===== src/rtl/pix_pkg.sv =====
package pix_pkg;
   // Depth select codes (reserved code falls back to one bit per pixel)
   typedef enum logic [1:0] {
      DEPTH_1   = 2'b00,
      DEPTH_2   = 2'b01,
      DEPTH_4   = 2'b10,
      DEPTH_RSV = 2'b11
   } depth_e;

   // Scale select codes (reserved code falls back to no stretch)
   typedef enum logic [1:0] {
      SCALE_X1  = 2'b00,
      SCALE_X2  = 2'b01,
      SCALE_X4  = 2'b10,
      SCALE_RSV = 2'b11
   } scale_e;

   // Number of position bits to drop for a given scale code
   function automatic int unsigned scale_shift(input logic [1:0] code);
      case (code)
         SCALE_X2: return 1;
         SCALE_X4: return 2;
         default:  return 0;
      endcase
   endfunction
endpackage


===== src/rtl/pix_sequencer.sv =====
module pix_sequencer #(
   parameter int unsigned SLOTS = 8,
   localparam int unsigned POS_W = (SLOTS > 1) ? $clog2(SLOTS) : 1
) (
   input  logic             clk,
   input  logic             rst_n,
   input  logic             load,
   input  logic             pos_en,
   output logic             active,
   output logic [POS_W-1:0] pos
);
   localparam logic [POS_W-1:0] LAST = POS_W'(SLOTS - 1);

   always_ff @(posedge clk) begin
      if (!rst_n) begin
         active <= 1'b0;
         pos    <= '0;
      end else if (load) begin
         active <= 1'b1;
         pos    <= '0;
      end else if (active && pos_en) begin
         if (pos == LAST) begin
            active <= 1'b0;
            pos    <= '0;
         end else begin
            pos <= pos + 1'b1;
         end
      end
   end
endmodule


===== src/rtl/pix_extract.sv =====
module pix_extract
   import pix_pkg::*;
#(
   parameter int unsigned BYTE_W  = 8,
   parameter int unsigned MAX_BPP = 4,
   localparam int unsigned POS_W  = $clog2(BYTE_W),
   localparam int unsigned N_DEP  = $clog2(MAX_BPP) + 1
) (
   input  logic [BYTE_W-1:0]  data,
   input  logic [1:0]         depth_sel,
   input  logic [1:0]         scale_sel,
   input  logic [POS_W-1:0]   pos,
   output logic [MAX_BPP-1:0] idx
);
   logic [MAX_BPP-1:0] lanes [N_DEP];
   logic [POS_W-1:0]   lpos;

   // Logical pixel number before the per-depth wrap
   always_comb begin
      lpos = pos >> scale_shift(scale_sel);
   end

   // One decoder per depth: depth d carries 2**d bit-planes
   for (genvar d = 0; d < N_DEP; d++) begin : g_depth
      localparam int unsigned BPP  = 1 << d;
      localparam int unsigned NPIX = BYTE_W / BPP;
      logic [MAX_BPP-1:0] lane_v;
      always_comb begin
         int unsigned k;
         k = int'(lpos) & (NPIX - 1);
         lane_v = '0;
         for (int j = 0; j < BPP; j++) begin
            lane_v[j] = data[j*NPIX + (NPIX - 1) - k];
         end
      end
      assign lanes[d] = lane_v;
   end

   always_comb begin
      idx = lanes[0];
      for (int d = 1; d < N_DEP; d++) begin
         if (int'(depth_sel) == d) idx = lanes[d];
      end
   end
endmodule


===== src/rtl/pix_palette.sv =====
module pix_palette #(
   parameter int unsigned IDX_W   = 4,
   parameter int unsigned COLOR_W = 3,
   localparam int unsigned ENTRIES = 1 << IDX_W
) (
   input  logic [IDX_W-1:0]   idx,
   output logic [COLOR_W-1:0] color
);
   logic [COLOR_W-1:0] table_q [ENTRIES];

   // Fixed map: index folds onto the colour range
   for (genvar i = 0; i < ENTRIES; i++) begin : g_entry
      assign table_q[i] = COLOR_W'(i % (1 << COLOR_W));
   end

   assign color = table_q[idx];
endmodule


===== src/rtl/pix_serializer.sv =====
module pix_serializer
   import pix_pkg::*;
#(
   parameter int unsigned BYTE_W  = 8,
   parameter int unsigned MAX_BPP = 4,
   parameter int unsigned COLOR_W = 3
) (
   input  logic               clk,
   input  logic               rst_n,
   input  logic               load,
   input  logic [BYTE_W-1:0]  din,
   input  logic [1:0]         depth_sel,
   input  logic [1:0]         scale_sel,
   input  logic               blank,
   input  logic               pos_en,
   output logic [COLOR_W-1:0] rgb
);
   localparam int unsigned POS_W = $clog2(BYTE_W);

   // Elaboration-time parameter checks
   if (BYTE_W < 4 || (BYTE_W & (BYTE_W - 1)) != 0) begin : g_bad_byte
      $error("BYTE_W must be a power of two of at least 4");
   end
   if (MAX_BPP < 1 || MAX_BPP > BYTE_W / 2 || (MAX_BPP & (MAX_BPP - 1)) != 0) begin : g_bad_bpp
      $error("MAX_BPP must be a power of two no larger than BYTE_W/2");
   end
   if (COLOR_W < 1 || COLOR_W > MAX_BPP) begin : g_bad_color
      $error("COLOR_W must lie between 1 and MAX_BPP");
   end

   logic [BYTE_W-1:0]  byte_q;
   logic               active;
   logic [POS_W-1:0]   pos;
   logic [MAX_BPP-1:0] idx;
   logic [COLOR_W-1:0] pal_rgb;

   always_ff @(posedge clk) begin
      if (!rst_n)    byte_q <= '0;
      else if (load) byte_q <= din;
   end

   pix_sequencer #(.SLOTS(BYTE_W)) u_seq (
      .clk    (clk),
      .rst_n  (rst_n),
      .load   (load),
      .pos_en (pos_en),
      .active (active),
      .pos    (pos)
   );

   pix_extract #(.BYTE_W(BYTE_W), .MAX_BPP(MAX_BPP)) u_ext (
      .data      (byte_q),
      .depth_sel (depth_sel),
      .scale_sel (scale_sel),
      .pos       (pos),
      .idx       (idx)
   );

   pix_palette #(.IDX_W(MAX_BPP), .COLOR_W(COLOR_W)) u_pal (
      .idx   (idx),
      .color (pal_rgb)
   );

   assign rgb = (active && !blank) ? pal_rgb : '0;
endmodule


===== config.mk =====
export PLATFORM = sky130hd
export DESIGN_NAME = pix_serializer
export DESIGN_NICKNAME = d
export VERILOG_FILES = /design/src/rtl/pix_pkg.sv /design/src/rtl/pix_sequencer.sv /design/src/rtl/pix_extract.sv /design/src/rtl/pix_palette.sv /design/src/rtl/pix_serializer.sv
export SDC_FILE = /design/constraint.sdc
export NUM_CORES = 1
export LEC_CHECK = 0
export ABC_AREA = 1
export BUFFER_PORTS_ARGS = -buffer_cell sky130_fd_sc_hd__clkbuf_2
export CAP_MARGIN = 20
export CORE_MARGIN = 4
export CORE_UTILIZATION = 50
export CTS_CLUSTER_SIZE = 12
export DETAILED_ROUTE_END_ITERATION = 10
export GPL_TIMING_DRIVEN = 0
export PLACE_DENSITY = 0.77
export SYNTH_ARGS = -nofsm -noshare
export SYNTH_HDL_FRONTEND = slang
export SYNTH_SLANG_ARGS = --single-unit

===== constraint.sdc =====
create_clock -name clk -period 2.25 [get_ports clk]
set_clock_uncertainty 0.05 [all_clocks]
set_input_delay 0.3375 -clock clk [delete_from_list [all_inputs] [get_ports clk]]
set_output_delay 0.3375 -clock clk [all_outputs]
set_load 0.02 [all_outputs]

Word-level counts from Yosys, hierarchy flattened

Memory sizes are Yosys's and may differ from the RTL's.
Cells that the tools add are included.

Shift-type cells: 1
Bitwise operators: 2
$add $sub $neg: 8
Order comparisons: 8
Muxes and demuxes: 24
Reductions and logical operators: 7
Equal/unequal tests: 5

Operators with widths:

| cell                                                                  | number |
|---|---|
| 32-bit by 4-bit < comparator with 1-bit output, second input constant | 7 |
| 1-bit binary-select mux with 3-bit select                             | 7 |
| 3-bit two-way mux                                                     | 4 |
| 1-bit two-way mux                                                     | 10 |
| 3-bit by 1-bit subtractor with 4-bit output, first input constant     | 2 |
| 2-bit equality test, second input constant                            | 3 |
| 5-bit >= comparator, second input constant                            | 1 |
| 4-bit inverter with 5-bit output                                      | 1 |
| 4-bit two-way mux                                                     | 1 |
| 2-bit one-hot mux with 2 select lines                                 | 1 |
| 2-bit nonzero test                                                    | 2 |
| 3-bit by 2-bit subtractor with 4-bit output, first input constant     | 1 |
| 3-bit by 3-bit subtractor with 4-bit output, first input constant     | 1 |
| 3-bit by 1-bit adder with 3-bit output, second input constant         | 1 |
| 3-bit equality test, second input constant                            | 1 |
| 3-bit by 2-bit >> shifter with 3-bit output                           | 1 |
| 2-bit by 1-bit subtractor with 3-bit output, first input constant     | 1 |
| 2-bit by 2-bit subtractor with 3-bit output, first input constant     | 1 |
| 2-bit by 1-bit equality test with 1-bit output, second input constant | 1 |
| 1-bit logical AND                                                     | 2 |
| 2-bit two-way mux                                                     | 1 |
| 2-bit AND reduction                                                   | 1 |
| 2-bit OR reduction                                                    | 1 |
| 1-bit by 1-bit subtractor with 2-bit output, first input constant     | 1 |
| other kinds (2)                                                       | 2 |

Input port bits: 17
Register bits: 12
Bits in read-only memories: 48
Word-level logic and storage cells: 59
Output and inout bits: 3
Memories: 1

Memory list:

| memory           | words | bits a word | read ports | clocked after Yosys merged registers in | write ports | line              | source |
|---|---|---|---|---|---|---|---|
| (name not given) | 16    | 3           | 1          | 0                                       | 0           | pix_palette.sv:16 | `assign color = table_q[idx];` |

Depth between registers and ports, before layout

Gate-level depths: netlist of the first run.

Depth in word-level cells: 13
Gate-level depth with buffers: 10
Mapped depth without buffers: 10

Modules after synthesis

Synthesis of the first run repeated with hierarchy kept, for this count alone.

Cells, all modules: 146
Area, all modules: 873.3 um2

Modules (own cells, without submodules):

| module         | instances | cells an instance | sequential area each (um2) | area an instance (um2) |
|---|---|---|---|---|
| pix_serializer | 1         | 59                | 160.2                      | 386.6 |
| pix_extract    | 1         | 58                | 0.0                        | 275.3 |
| pix_sequencer  | 1         | 26                | 80.1                       | 188.9 |
| pix_palette    | 1         | 3                 | 0.0                        | 22.5 |

Worst setup path after synthesis of the first run

No wires, ideal clock.

Path kind: flip-flop to output port
Start point: register u_seq.pos[2]
End point: output rgb[2]
Path buffers: 0
Required time: 1.862 ns
Cell stages (with the launch flop): 7
Data arrival time: 1.275 ns
Slack: 0.588 ns
Cell sequence: dfxtp_1 > inv_1 > nand3_1 > nand2_1 > inv_2 > nand3_1 > a211oi_1

Cells in the longest elaborated chain, start to end: 11
Elaborated cells between the ends (all ways): 29
Those cells by class: add/sub (7); shift (1); mux (19); bitwise (1); memory (1)

Ends and longest elaborated chain:

| element                                                                   | line                 | source |
|---|---|---|
| start: declaration                                                        | pix_sequencer.sv:10  | `output logic [POS_W-1:0] pos` |
| start signal: assignment                                                  | pix_sequencer.sv:26  | `pos <= pos + 1'b1;` |
| 3-bit by 2-bit >> shifter with 3-bit output *                             | pix_extract.sv:20    | `lpos = pos >> scale_shift(scale_sel);` |
| 3-bit by 3-bit subtractor with 4-bit output, or another cell as far along | pix_extract.sv:33    | `lane_v[j] = data[j*NPIX + (NPIX - 1) - k];` |
| 1-bit binary-select mux with 3-bit select                                 | pix_extract.sv:33    |  |
| 1-bit two-way mux (implied by the code)                                   | pix_extract.sv:33    |  |
| 2-bit two-way mux                                                         | pix_extract.sv:42    | `if (int'(depth_sel) == d) idx = lanes[d];` |
| 4-bit two-way mux *                                                       | pix_extract.sv:42    |  |
| 4-bit inverter with 5-bit output (implied by the code) *                  | pix_palette.sv:16    |  |
| memory 16 x 3 bit *                                                       | -                    |  |
| 3-bit two-way mux (implied by the code) * (2 in a row)                    | pix_palette.sv:16    |  |
| 3-bit two-way mux *                                                       | pix_serializer.sv:64 | `assign rgb = (active && !blank) ? pal_rgb : '0;` |
| end: declaration                                                          | pix_serializer.sv:16 | `output logic [COLOR_W-1:0] rgb` |

Mark *: on every way between the ends. The rest lies on a longest branch, timed or not. The select of a mux whose other input is x is not followed.

Worst setup path in the final report of the first run

Start point: register u_seq.pos[1]
End point: output rgb[1]

The elaborated chain is that of the path after synthesis.

==> metrics.md, run 1 <==
| Metric | Value |
|---|---|
| Status | finished, final reports clean |
| Finish-stage setup viols | 0 |
| Metal3 WL | approximately 56 um |
| Leakage power total | 0.4143 nW |
| Total clock sinks | 12 |
| Worst path cell trace | inv_1, nand3_1, nand2_1, inv_2, nand3_1, and2_0, o31ai_2, clkbuf_2 |
| Row cnt | 13 |
| Clock tree buffer depth | 2 |
| Pre-CTS setup slack | about 430 ps |
| DR vias/cell | roughly 5.0 |
| Synth-to-Final Area Change | 20.14% |
| Fin Setup TNS | 0 ps |
| Critical Path Sink Type | primary output |
| Met2 wire len | 705 um |
| WS Path Type | flip-flop to primary output |
| Drt drc | 0 |
| FF+latch count, synth | 12 |
| Cells after DPL | ~140 |
| RSZ-0062 raised after global routing | no |
| Die height | about 45 um |
| Setup crit start kind | flip-flop |
| Initial DRC Count | 1 |
| Critical path's slowest cell | dfxtp_1 |
| Layout filler cell count | about 120 |
| Final Hold Viols | 0 |
| Post-Route WL | about 1.5 mm |
| Slew @ Worst Pin | around 350 ps |
| Met1 WL | about 700 um |
| YS warnings | 0 |
| Post-CTS Resized | 0 |
| Hold Crit Class | input pin to flip-flop |
| Pin count of the biggest net entering global routing | 11 |
| Multi-input gate area | slightly below 400 um2 |
| Via count of the routed design | around 700 |
| Postcts setup bufs | 0 |
| Routed length per instance | ~11 um |
| Synthesized area | a little under 700 um2 |
| CTS tree | done |
| Overall power | 0.0004914 W |
| Highest metal used | met4 |
| Final period utilization | 87.77% |
| Cells after Synth | 103 |
| Initial core utilization | between 50 and 60% |
| Vias in the first global route | between 600 and 700 |
| Max FO, Critical Path | 4 |
| Slew Limit Fails | 0 |
| Min setup slack post-route | approximately 280 ps |
| Distinct cells, synth | 19 |
| # hold bufs at CTS | 0 |
| Core ar. | 0.001301 mm2 |
| H-tree depth | 1 |
| Die Area | 0.002052 mm2 |
| Placed Instance Area | between 700 and 800 um2 |
| Antenna cells | 0 |
| PD cells | ~590 mW/mm2 |
| Number of buffers created by CTS | 3 |
| Sequential cell area | 240.2 um2 |
| Critical Path RT | between 1500 and 2000 ps |
| Post-Syn Nets | roughly 120 |
| GPL Wtd Cong | 0.8126 |
| Fmax achieved | 506.4 MHz |
| Final Critical Period | ~2000 ps |
| Grt ovf | 0 |
| DRT Pass-1 Iters | 4 |
| Nets | 144 |
| GRT Total Usage | ~18% |
| Peak supply drop | roughly 0.00036 V |
| Initial antenna violation count | 0 |
| Relative slew slack | approximately 77% |
| CTS clk-pin slew, worst paths | 80 ps |
| First-pass GRT wire length | between 2 and 3 mm |
| Non-filler cells, final | 139 |
| # IOs | 20 |
| CP Data Arrival Time | approximately 1600 ps |
| Worst-Skew Late Latency | roughly 270 ps |
| CP bufs+invs | 3 |
| Layout cells sized above 1 | 23.39% |
| Post-Syn Area per Cell | a little under 7 um2 |
| # Max-Cap Violations | 0 |
| Clock Tree Root | clkbuf_4 |
| Most used cell along the critical path | nand3_1 |
| Routed Antenna Nets | 0 |
| Delay-heaviest family, CP | simple AND/OR/NAND/NOR gates |
| Fin area | 835.8 um2 |
| HPWL Detailed | ~1.2 mm |
| Post-synthesis sequential area ratio | about a third |
| Port bufs | 17 |
| Max stage delay on crit path | about 350 ps |
| Die Wd | between 40 and 50 um |
-- state kept, by name, summed over array words and instances (netlist names) --
name and flops:
u_seq.active 1, u_seq.pos 3, byte_q 8
-- metrics by stage --
stage / util, % / hold slack [ps]
floorplan: - / 413.1
global route: 64.23 / 245.7
detailed placement: 61.44 / 446.4
global placement: 61.44 / 437.1
finish: 64.23 / 231.1
CTS: 64.23 / 225.2
-- area by class of cell --
cell class | count | area share [%]
multi-input cells | 73 | 46.41
flip-flops and latches | 12 | 28.74
repair buffers | 17 | 10.18
inverters | 16 | 7.186
clock buffers | 4 | 4.341
well taps | 15 | 2.246
plain buffers | 2 | 0.8982
-- per-layer routing --
metal,track usage (%),vias up
met4,10.53,0
met2,27.40,17
met1,23.06,298
met5,0,-
li1,-,379
met3,2.390,5
-- worst min-delay path: cells and delay by family --
kind,cells,cell delay (ps)
buf+inv,1,80
simple gates,2,110
-- final timing paths --
path	cells past startpoint	end	start	slack (ps)
hold / removal	3	byte_q[3]	din[3]	230
setup / recovery	8	rgb[1]	u_seq.pos[1]	280
setup reg to reg	5	u_seq.pos[0]	u_seq.pos[0]	1130
hold reg to reg	2	byte_q[3]	byte_q[3]	460
-- placed cells by master (no fill, tap or decap), types with 3 or more instances in the layout --
cell / instances
a211oi_1: 4
a21oi_1: 3
clkbuf_2: 17
clkbuf_4: 3
dfxtp_1: 12
inv_1: 13
nand2_1: 11
nand3_1: 16
nor2_1: 20
o21ai_0: 8
-- cells by family after synthesis --
kind of cell             share of synthesized area (%)
flip-flops                                       34.53
AND/OR/NAND/NOR                                  36.33
AO/OA/AOI/OAI                                    15.83
adder cells (fa/ha/maj)                          3.597
buffers and inverters                            9.713
-- synthesized netlist by cell type --
library cell	count	area, um2
a21oi_1	3	15.01
o21ai_0	8	40.04
o31ai_2	1	12.51
clkinv_1	1	3.750
nand3_1	16	80.08
nand3_4	1	17.52
nor2_1	20	75.07
a211oi_1	4	30.03
nand3_2	2	20.02
nand2_2	2	12.51
clkbuf_1	2	7.510
ha_1	2	25.02
o21a_1	1	7.510
nand2_1	11	41.29
inv_2	2	7.510
and2_0	1	6.260
inv_1	13	48.80
dfxtp_1	12	240.2
o21ai_1	1	5.000
-- power breakdown --
part           switching, W  internal [W]
logic             0.0000517     0.0000332
clock network     0.0000765     0.0000984
registers        0.00000652      0.000225
No activity file was read; power rests on OpenSTA's default activity.
==> run 2, diff against run 1 <==
CORE_UTILIZATION = 45   (was 50)
PLACE_DENSITY = 0.71   (was 0.77)
==> run 2 against run 1 <==
Against the previous run: hold slack got worse by 0.66 ps; sequential power about the same; wire length decreased by 0.40%; critical endpoint is now rgb[0].
==> metrics.md, run 2 (synthesis gave the netlist of run 1 again) <==
| Metric | Value |
|---|---|
| Total clock sinks | 12 (unchanged) |
| Die Wd | 47.32 um (was 45.30 um) |
| Final period utilization | 88.50% (was 87.77%) |
| Slew @ Worst Pin | 352.0 ps (was 349.0 ps) |
| Port bufs | 17 (unchanged) |
| Status | finished, final reports clean (unchanged) |
| Initial DRC Count | 18 (was 1) |
| Final Critical Period | 1991 ps (was 1975 ps) |
| Routed length per instance | 10.73 um (was 10.78 um) |
| Core ar. | 0.001383 mm2 (was 0.001301 mm2) |
| Die height | 47.32 um (was 45.30 um) |
| Clock tree buffer depth | 2 (unchanged) |
| Die Area | 0.002239 mm2 (was 0.002052 mm2) |
| Worst R2R Path Depth | 5 (unchanged) |
| Pre-CTS setup slack | 425.5 ps (was 431.9 ps) |
| Postcts setup bufs | 0 (unchanged) |
| Post-CTS Resized | 0 (unchanged) |
| # Max-Cap Violations | 0 (unchanged) |
| Max stage delay on crit path | 350 ps (about the same) |
| Vias in the first global route | 621 (was 636) |
| # IOs | 20 (unchanged) |
| Worst path cell trace | inv_1, nand3_1, nand2_1, inv_2, nand3_1, nand3_1, nand3_1, nand3_1, nand2_1, inv_1, clkbuf_2 (was inv_1, nand3_1, nand2_1, inv_2, nand3_1, and2_0, o31ai_2, clkbuf_2) |
| DRT Pass-1 Iters | 4 (unchanged) |
| Finish-stage setup viols | 0 (unchanged) |
| Initial antenna violation count | 0 (unchanged) |
| Layout filler cell count | 123 (was 121) |
| First-pass GRT wire length | 2.532 mm (was 2.635 mm) |
| CP Data Arrival Time | 1600 ps (was 1590 ps) |
| Critical path's slowest cell | dfxtp_1 (unchanged) |
| Number of flip-flops under the largest register name | 8 (unchanged) |
| Slew Limit Fails | 0 (unchanged) |
| Row cnt | 13 (unchanged) |
| Most common cell after layout, fill and taps aside | nor2_1 (unchanged) |
| WS Path Type | flip-flop to primary output (unchanged) |
| Commonest non-fill, non-tap cells in the layout | 20 x nor2_1, 17 x clkbuf_2, 16 x nand3_1, 13 x inv_1, 12 x dfxtp_1 (unchanged) |
| GRT Total Usage | 16.31% (was 17.66%) |
| Leakage power total | 0.4143 nW (unchanged) |
| Hold Crit Depth | 3 (unchanged) |
| HPWL Detailed | 1.235 mm (was 1.231 mm) |
| Drt drc | 0 (unchanged) |
| DR vias/cell | 5.043 (was 5.029) |
| PD cells | 584.1 mW/mm2 (was 588.0 mW/mm2) |
| CTS clk-pin slew, worst paths | 70 ps (was 80 ps) |
| Setup crit start kind | flip-flop (unchanged) |
| Antenna cells | 0 (unchanged) |
| Fmax achieved | 502.2 MHz (was 506.4 MHz) |
| Relative slew slack | 76.53% (was 76.73%) |
| Initial core utilization | 50.32% (was 53.46%) |
| Hold path endpoint | byte_q[6] (was byte_q[3]) |
| Min setup slack post-route | 258.7 ps (was 275.1 ps) |
| Synth-to-Final Area Change | 20.14% (unchanged) |
| Via count of the routed design | 701 (was 699) |
| Number of buffers created by CTS | 3 (unchanged) |
| GPL Wtd Cong | 0.7910 (was 0.8126) |
| # hold bufs at CTS | 0 (unchanged) |
| Placed Instance Area | 799.5 um2 (unchanged) |
| FF-to-FF setup slack | 1120 ps (was 1130 ps) |
| Hold Crit Class | input pin to flip-flop (unchanged) |
| Hold WS | 230.4 ps (was 231.1 ps) |
| Critical Path RT | 1860 ps (about the same) |
| Nets | 144 (unchanged) |
| Max FO, Critical Path | 4 (unchanged) |
| RR Startpoint | u_seq.pos[0] (unchanged) |
| Clock Tree Root | clkbuf_4 (unchanged) |
| Fin area | 835.8 um2 (unchanged) |
| Critical Path Sink Type | primary output (unchanged) |
| Post-Route WL | 1.492 mm (was 1.498 mm) |
| Worst-Skew Late Latency | 270 ps (about the same) |
| Grt ovf | 0 (unchanged) |
| RSZ-0062 raised after global routing | no (unchanged) |
| Fin Setup TNS | 0 ps (unchanged) |
| Pin count of the biggest net entering global routing | 11 (unchanged) |
| Layout cells sized above 1 | 23.39% (unchanged) |
| Largest registers | byte_q x8, u_seq.pos x3, u_seq.active x1 (unchanged) |
| Routed Antenna Nets | 0 (unchanged) |
| Most used cell along the critical path | nand3_1 (unchanged) |
| CTS tree | done (unchanged) |
| Top reg by flops | byte_q (unchanged) |
| Reg2reg end | u_seq.pos[0] (unchanged) |
| Critical hold path startpoint | din[6] (was din[3]) |
| Final Hold Viols | 0 (unchanged) |
| Peak supply drop | 0.0003758 V (was 0.0003565 V) |
| H-tree depth | 1 (unchanged) |
[run 2: cell counts in the layout (fill, tap and decap cells not counted)]
Identical to the previous run, type by type.
[run 2: report_power, final]
group | internal (W) | total (W) | leakage [nW] | switching, W
registers | 0.000225 | 0.000232 | 0.0993 | 0.00000645
logic | 0.0000332 | 0.0000856 | 0.294 | 0.0000524
clock network | 0.0000985 | 0.000171 | 0.0210 | 0.0000725
total | 0.000357 | 0.000488 | 0.414 | 0.000131
[run 2: routing by layer]
metal	vias up	track usage, %	routed length, um
met5	-	0	0
met4	0	8.287	23
met3	3	4.598	88
met2	17	24.33	672
met1	299	21.23	708
li1	382	-	-
[run 2: metrics by stage]
stage,utilization [%],power (W),std cells
2_1_floorplan,-,0.0002939,103
3_5_place_dp,57.83,0.0003220,135
4_1_cts,60.45,0.0004932,139
3_3_place_gp,57.83,0.0003187,135
5_1_grt,60.45,0.0005182,139
6_report,60.45,0.0004882,139
[run 2: how the worst max path moves through the flow]
stage	start	endpoint	slack [ps]	cells past startpoint
final	u_seq.pos[2]	rgb[0]	260	11
after global routing	u_seq.pos[2]	rgb[0]	90	11
after CTS	u_seq.pos[2]	rgb[0]	250	11
after detailed placement	scale_sel[1]	rgb[0]	430	12
after global placement	scale_sel[1]	rgb[0]	460	12
after floorplan	u_seq.pos[2]	rgb[2]	590	6
[run 2: final cells by class]
class / instances / area (um2) / share of cell area, %
inverters: 16 / 60.06 / 7.186
flip-flops and latches: 12 / 240.2 / 28.74
well taps: 15 / 18.77 / 2.246
plain buffers: 2 / 7.507 / 0.8982
clock buffers: 4 / 36.28 / 4.341
repair buffers: 17 / 85.08 / 10.18
multi-input cells: 73 / 387.9 / 46.41
[run 2: worst max-delay path: cells and delay by family, from the launching register on]
family                 cells  cell delay [ps]
buffers and inverters      4              340
DFF                        1              350
and+or+nand+nor            7              640
